### src/rtl/critEntryPkg.sv
package critEntryPkg;

  typedef enum logic [1:0] {
    CAUSE_NONE = 2'd0,
    CAUSE_MCHK = 2'd1,
    CAUSE_CRIT = 2'd2,
    CAUSE_WDOG = 2'd3
  } causeE;

  typedef struct packed {
    logic takeMchk;
    logic takeCrit;
    logic takeWdog;
    logic doRet;
    logic doMsrWr;
  } ctrlStrbT;

endpackage

### src/rtl/critFetchErrTbl.sv
module critFetchErrTbl #(
  parameter int ADDR_W = 32,
  parameter int DEPTH  = 4
) (
  input  logic              clk,
  input  logic              rstN,
  input  logic              logValid,
  input  logic [ADDR_W-1:0] logAddr,
  input  logic              lookValid,
  input  logic [ADDR_W-1:0] lookAddr,
  input  logic              retire,
  output logic              hit
);
  localparam int IDX_W = (DEPTH > 1) ? $clog2(DEPTH) : 1;

  logic [ADDR_W-1:0] entAddr [DEPTH];
  logic [DEPTH-1:0]  entValid;
  logic [DEPTH-1:0]  matchVec;
  logic [DEPTH-1:0]  dupVec;
  logic [IDX_W-1:0]  wrPtr;
  logic [IDX_W-1:0]  freeIdx;
  logic [IDX_W-1:0]  slot;
  logic              freeFound;

  for (genvar g = 0; g < DEPTH; g++) begin : gEnt
    assign matchVec[g] = entValid[g] && (entAddr[g] == lookAddr);
    assign dupVec[g]   = entValid[g] && (entAddr[g] == logAddr);
  end

  assign hit = lookValid && (|matchVec);

  always_comb begin
    freeFound = 1'b0;
    freeIdx   = '0;
    for (int i = 0; i < DEPTH; i++) begin
      if (!entValid[i] && !freeFound) begin
        freeFound = 1'b1;
        freeIdx   = IDX_W'(i);
      end
    end
    slot = freeFound ? freeIdx : wrPtr;
  end

  always_ff @(posedge clk or negedge rstN) begin
    if (!rstN) begin
      entValid <= '0;
      wrPtr    <= '0;
      for (int i = 0; i < DEPTH; i++) entAddr[i] <= '0;
    end else begin
      if (retire && lookValid) begin
        for (int i = 0; i < DEPTH; i++) begin
          if (matchVec[i]) entValid[i] <= 1'b0;
        end
      end
      if (logValid && !(|dupVec)) begin
        entValid[slot] <= 1'b1;
        entAddr[slot]  <= logAddr;
        if (!freeFound) begin
          wrPtr <= (wrPtr == IDX_W'(DEPTH - 1)) ? '0 : wrPtr + 1'b1;
        end
      end
    end
  end
endmodule

### src/rtl/critEntryCtrl.sv
module critEntryCtrl
  import critEntryPkg::*;
(
  input  logic     critReq,
  input  logic     wdogReq,
  input  logic     mchkHit,
  input  logic     msrCe,
  input  logic     msrMe,
  input  logic     rfciStrobe,
  input  logic     msrWrEn,
  output ctrlStrbT strb
);
  always_comb begin
    strb = '0;
    if (rfciStrobe) begin
      strb.doRet = 1'b1;
    end else if (mchkHit && msrMe) begin
      strb.takeMchk = 1'b1;
    end else if (critReq && msrCe) begin
      strb.takeCrit = 1'b1;
    end else if (wdogReq && msrCe) begin
      strb.takeWdog = 1'b1;
    end else begin
      strb.doMsrWr = msrWrEn;
    end
  end
endmodule

### src/rtl/critEntryDp.sv
module critEntryDp
  import critEntryPkg::*;
#(
  parameter int ADDR_W    = 32,
  parameter int MSR_W     = 32,
  parameter int PFX_W     = 16,
  parameter int ME_BIT    = 12,
  parameter int ERR_DEPTH = 4
) (
  input  logic                     clk,
  input  logic                     rstN,
  input  ctrlStrbT                 strb,
  input  logic                     fetchErrValid,
  input  logic [ADDR_W-1:0]        fetchErrAddr,
  input  logic                     execValid,
  input  logic [ADDR_W-1:0]        execAddr,
  input  logic [ADDR_W-1:0]        nextPc,
  input  logic [MSR_W-1:0]         msrWrData,
  input  logic [PFX_W-1:0]         ivprPrefix,
  input  logic [ADDR_W-PFX_W-5:0]  ivorCrit,
  input  logic [ADDR_W-PFX_W-5:0]  ivorWdog,
  input  logic [ADDR_W-PFX_W-5:0]  ivorMchk,
  output logic                     mchkHit,
  output logic                     redirectValid,
  output logic [ADDR_W-1:0]        redirectAddr,
  output logic [1:0]               intCause,
  output logic [MSR_W-1:0]         msrReg,
  output logic [ADDR_W-1:0]        csrr0,
  output logic [MSR_W-1:0]         csrr1,
  output logic [ADDR_W-1:0]        mcsrr0,
  output logic [MSR_W-1:0]         mcsrr1,
  output logic                     esrMci
);
  localparam int OFF_W = ADDR_W - PFX_W - 4;
  localparam logic [MSR_W-1:0] ME_MASK = MSR_W'(1) << ME_BIT;

  logic             anyTake;
  logic [OFF_W-1:0] vecOff;
  logic [ADDR_W-1:0] vecAddr;
  causeE            nextCause;

  critFetchErrTbl #(.ADDR_W(ADDR_W), .DEPTH(ERR_DEPTH)) errTbl_i (
    .clk      (clk),
    .rstN     (rstN),
    .logValid (fetchErrValid),
    .logAddr  (fetchErrAddr),
    .lookValid(execValid),
    .lookAddr (execAddr),
    .retire   (strb.takeMchk),
    .hit      (mchkHit)
  );

  assign anyTake = strb.takeMchk | strb.takeCrit | strb.takeWdog;

  always_comb begin
    if (strb.takeMchk) begin
      vecOff    = ivorMchk;
      nextCause = CAUSE_MCHK;
    end else if (strb.takeWdog) begin
      vecOff    = ivorWdog;
      nextCause = CAUSE_WDOG;
    end else begin
      vecOff    = ivorCrit;
      nextCause = strb.takeCrit ? CAUSE_CRIT : CAUSE_NONE;
    end
    vecAddr = {ivprPrefix, vecOff, 4'b0000};
  end

  always_ff @(posedge clk or negedge rstN) begin
    if (!rstN) begin
      redirectValid <= 1'b0;
      redirectAddr  <= '0;
      intCause      <= CAUSE_NONE;
      msrReg        <= '0;
      csrr0         <= '0;
      csrr1         <= '0;
      mcsrr0        <= '0;
      mcsrr1        <= '0;
      esrMci        <= 1'b0;
    end else begin
      redirectValid <= anyTake | strb.doRet;
      redirectAddr  <= strb.doRet ? csrr0 : vecAddr;
      intCause      <= nextCause;
      if (mchkHit) esrMci <= 1'b1;
      if (anyTake) begin
        msrReg <= msrReg & ME_MASK;
      end else if (strb.doRet) begin
        msrReg <= csrr1;
      end else if (strb.doMsrWr) begin
        msrReg <= msrWrData;
      end
      if (strb.takeCrit || strb.takeWdog) begin
        csrr0 <= nextPc;
        csrr1 <= msrReg;
      end
      if (strb.takeMchk) begin
        mcsrr0 <= execAddr;
        mcsrr1 <= msrReg;
      end
    end
  end
endmodule

### src/rtl/critEntryCtl.sv
module critEntryCtl
  import critEntryPkg::*;
#(
  parameter int ADDR_W    = 32,
  parameter int MSR_W     = 32,
  parameter int PFX_W     = 16,
  parameter int CE_BIT    = 14,
  parameter int ME_BIT    = 12,
  parameter int ERR_DEPTH = 4
) (
  input  logic                    clk,
  input  logic                    rstN,
  input  logic                    critReq,
  input  logic                    wdogReq,
  input  logic                    fetchErrValid,
  input  logic [ADDR_W-1:0]       fetchErrAddr,
  input  logic                    execValid,
  input  logic [ADDR_W-1:0]       execAddr,
  input  logic [ADDR_W-1:0]       nextPc,
  input  logic                    msrWrEn,
  input  logic [MSR_W-1:0]        msrWrData,
  input  logic                    rfciStrobe,
  input  logic [PFX_W-1:0]        ivprPrefix,
  input  logic [ADDR_W-PFX_W-5:0] ivorCrit,
  input  logic [ADDR_W-PFX_W-5:0] ivorWdog,
  input  logic [ADDR_W-PFX_W-5:0] ivorMchk,
  output logic                    redirectValid,
  output logic [ADDR_W-1:0]       redirectAddr,
  output logic [1:0]              intCause,
  output logic [MSR_W-1:0]        msrOut,
  output logic [ADDR_W-1:0]       csrr0Out,
  output logic [MSR_W-1:0]        csrr1Out,
  output logic [ADDR_W-1:0]       mcsrr0Out,
  output logic [MSR_W-1:0]        mcsrr1Out,
  output logic                    esrMci
);
  ctrlStrbT strb;
  logic     mchkHit;

  critEntryCtrl ctrl_i (
    .critReq   (critReq),
    .wdogReq   (wdogReq),
    .mchkHit   (mchkHit),
    .msrCe     (msrOut[CE_BIT]),
    .msrMe     (msrOut[ME_BIT]),
    .rfciStrobe(rfciStrobe),
    .msrWrEn   (msrWrEn),
    .strb      (strb)
  );

  critEntryDp #(
    .ADDR_W(ADDR_W), .MSR_W(MSR_W), .PFX_W(PFX_W),
    .ME_BIT(ME_BIT), .ERR_DEPTH(ERR_DEPTH)
  ) dp_i (
    .clk          (clk),
    .rstN         (rstN),
    .strb         (strb),
    .fetchErrValid(fetchErrValid),
    .fetchErrAddr (fetchErrAddr),
    .execValid    (execValid),
    .execAddr     (execAddr),
    .nextPc       (nextPc),
    .msrWrData    (msrWrData),
    .ivprPrefix   (ivprPrefix),
    .ivorCrit     (ivorCrit),
    .ivorWdog     (ivorWdog),
    .ivorMchk     (ivorMchk),
    .mchkHit      (mchkHit),
    .redirectValid(redirectValid),
    .redirectAddr (redirectAddr),
    .intCause     (intCause),
    .msrReg       (msrOut),
    .csrr0        (csrr0Out),
    .csrr1        (csrr1Out),
    .mcsrr0       (mcsrr0Out),
    .mcsrr1       (mcsrr1Out),
    .esrMci       (esrMci)
  );
endmodule

### config.mk
export PLATFORM = sky130hd
export DESIGN_NAME = critEntryCtl
export DESIGN_NICKNAME = d
export VERILOG_FILES = /design/src/rtl/critEntryPkg.sv /design/src/rtl/critFetchErrTbl.sv /design/src/rtl/critEntryCtrl.sv /design/src/rtl/critEntryDp.sv /design/src/rtl/critEntryCtl.sv
export SDC_FILE = /design/constraint.sdc
export NUM_CORES = 1
export LEC_CHECK = 0
export BUFFER_PORTS_ARGS = -buffer_cell sky130_fd_sc_hd__clkbuf_2
export CAP_MARGIN = 30
export CORE_UTILIZATION = 35
export DETAILED_ROUTE_END_ITERATION = 12
export PLACE_DENSITY = 0.65
export SKIP_CTS_REPAIR_TIMING = 1
export SKIP_LAST_GASP = 1
export SLEW_MARGIN = 25
export SYNTH_ARGS = -nofsm -noshare
export SYNTH_HDL_FRONTEND = slang
export SYNTH_SLANG_ARGS = --single-unit
### constraint.sdc
create_clock -name clk -period 4.8 [get_ports clk]
set_input_delay 0.96 -clock clk [delete_from_list [all_inputs] [get_ports clk]]
set_output_delay 0.96 -clock clk [all_outputs]
set_load 0.01 [all_outputs]
==> results.cfg <==
[outcome]
status = finished, final reports clean

[synth]
synth_area_leader_cell = dfrtp_1
synth_area_sq_um = 16400
synthCells = 1332
synth-warning-count = 0
synth_top_area_share_pct = 50.4
yosys-top-cells-area = dfrtp_1 50%, mux2_2 16%, xnor2_1 7.1%
ys_types = 43
syn-mean-instance-area_sq_um = 12.3
async_reset_ff_share_pct = 100
synthTopCellsByCount = 330 x dfrtp_1, 235 x mux2_2, 132 x xnor2_1
ys.flop_type = dfrtp_1
synth_fp_nets = 1521
ys_seq_elements = 330
synth_edf_count = 0
synth_most_common_cell = dfrtp_1
synth-seq-area-share_pct = 50.4

[floorplan]
dieArea_sq_um = 47700
io_pins = 384
dieHeight_um = 218
coreArea_sq_um = 45800
die_x_um = 218
initial_utilization_pct = 35.8
rows = 78

[cts]
clk-insertion-delay-late_ns = 0.56
cts.sinks = 330
cts_buffers = 40
cts_max_level = 2
clk_pin_slew_ns = 0.06
root_buffer = clkbuf_16
cts_max_path_buffers = 3
cts_tree = built

[critical_path]
critPathSlowestCell = o41ai_4
end_kind = register
path_cells = clkbuf_2, xnor2_1, nand4_1, nor4_1, and3_1, o41ai_4, o2111ai_4, buf_12, mux2_2
cp_num_buf_inv = 2
path_delay_family = compound AO/OA/AOI/OAI gates
cp.required_ns = 5.24
worst-path-max-fanout = 35
cp-start-kind = primary input
critPathKind = in -> reg
slowest_delay_ns = 0.71
crit_arrival_ns = 4.06

[hold_path]
min_path_type = in -> async

[cells_and_area]
nets = 1846
instances_no_fill = 2285
final_util_pct = 43.6
fill_cells = 4272
syn_to_final_growth_pct = 21.6
layout.area.seq_sq_um = 8260
drive_gt1_share_pct = 44.5
multi_input_area_sq_um = 7440

[sta]
hold_violations = 0
fin_worst_skew_ns = 0.0225
fin_crit_sh_pct = 75.4
max_freq_mhz = 276
drv_slew = 0
finalCriticalPeriod_ns = 3.62
rsz0062_at_grt = no
worst_pin_slew_ns = 0.969
setup_viol = 0
tns_ns = 0
relSlewSlack_pct = 35.3
setup_slack_ns = 1.18

[detailed_routing]
drt_iter0_markers = 877
final_antenna_net_count = 0
viasPerCell = 5.14
drt-pass1-iter-count = 5
routed_wl_um = 54300
drc = 0
wl_per_cell_um = 23.8
vias = 11700

[power_and_ir_drop]
power.internal_w = 0.00737
power_frac_comb_pct = 34.0
swShare_pct = 35.7
seqPwrFrac_pct = 40.0
p_clk_share_pct = 26.0
power.total_w = 0.0115
ir_worst_vdd_mv = 0.328
power_density_nw_per_um2 = 575
power.switching_w = 0.00409
p_leak_nw = 9.33

[placement]
placedCellCount = 2213
io_buffers = 383
pre_cts_ws_ns = 0.554
gp_congestion = 0.924
dpl.hpwl_um = 40200

[global_routing]
gr-total-overflow = 0
grt_max_degree = 115
grt_pass1_vias = 12200
grt_use_total_pct = 22.8
grt_pass1_wl_um = 80400
antenna_found_initial = 3

[job]
cap_violations = 0
==> logic make-up after synthesis <==
family                   count (synthesis)  synth area share (%)
adder cells (fa/ha/maj)                  1                0.0763
XOR/XNOR                               256                  13.7
AO/OA/AOI/OAI                           89                  3.27
AND/OR/NAND/NOR                        243                  7.83
buffers and inverters                  129                  4.69
multiplexers                           284                  20.1
flip-flops                             330                  50.4
==> metal layers <==
| metal | track usage (%) | up-vias | wire length (um) |
|---|---|---|---|
| met4 | 6.34 | 4 | 1210 |
| met5 | 0 | - | 26 |
| met2 | 39.4 | 398 | 27700 |
| met3 | 4.59 | 68 | 3300 |
| li1 | - | 5222 | - |
| met1 | 28.7 | 6047 | 22100 |
==> worst paths after layout <==
kind	start	end	slack, ns	cells past startpoint
max	execAddr[5]	dp_i.csrr1[27]	1.18	9
max reg2reg	dp_i.errTbl_i.entAddr[23]	dp_i.csrr1[27]	1.38	8
max in group asynchronous	rstN	dp_i.redirectAddr[20]	3.31	3
min	rstN	dp_i.errTbl_i.entAddr[109]	0.33	1
min reg2reg	dp_i.esrMci	dp_i.esrMci	0.46	1
min in group clk	dp_i.esrMci	dp_i.esrMci	0.46	1
==> area by class of cell <==
class / instances / area share [%]
diodes: 1 / 0.0126
clock buffers: 54 / 5.79
clock inverters: 15 / 0.590
inverters: 4 / 0.0753
multi-input cells: 873 / 37.3
flip-flops and latches: 330 / 41.4
well taps: 600 / 3.77
repair buffers: 408 / 11.0
==> metrics by stage <==
step	hold slack (ns)	area, sq um
after floorplan	0.504	16400
after global placement	0.455	18600
after detailed placement	0.455	18600
after CTS	0.469	19900
after global routing	0.349	19900
final	0.331	19900
==> layout by cell type (no fill, tap or decap), types with 35 or more instances in the layout <==
cell type / synthesis / final
nand3_1: 55 / 55
clkbuf_16: 0 / 41
a21oi_1: 64 / 63
nor4_1: 35 / 35
nand4_1: 36 / 36
xor2_1: 124 / 124
mux2_2: 235 / 235
nor2_1: 38 / 36
nand2_1: 39 / 39
clkbuf_2: 0 / 381
dfrtp_1: 330 / 330
xnor2_1: 132 / 132
==> power by group through the flow <==
stage               sequential, W  combinational, W  clock [W]
floorplan                 0.00452           0.00252          0
global placement          0.00455           0.00383          0
detailed placement        0.00461           0.00389          0
CTS                       0.00457           0.00391    0.00305
global route              0.00470           0.00414    0.00315
finish                    0.00458           0.00389    0.00298
==> flip-flops by register name, indices dropped and copies added, names as in the netlist <==
name,flops
dp_i.intCause,2
dp_i.redirectValid,1
dp_i.esrMci,1
dp_i.csrr1,32
dp_i.mcsrr1,32
dp_i.msrReg,32
dp_i.csrr0,32
dp_i.errTbl_i.entAddr,128
dp_i.errTbl_i.entValid,4
dp_i.errTbl_i.wrPtr,2
dp_i.redirectAddr,32
dp_i.mcsrr0,32
(Power assumes the default switching activity.)
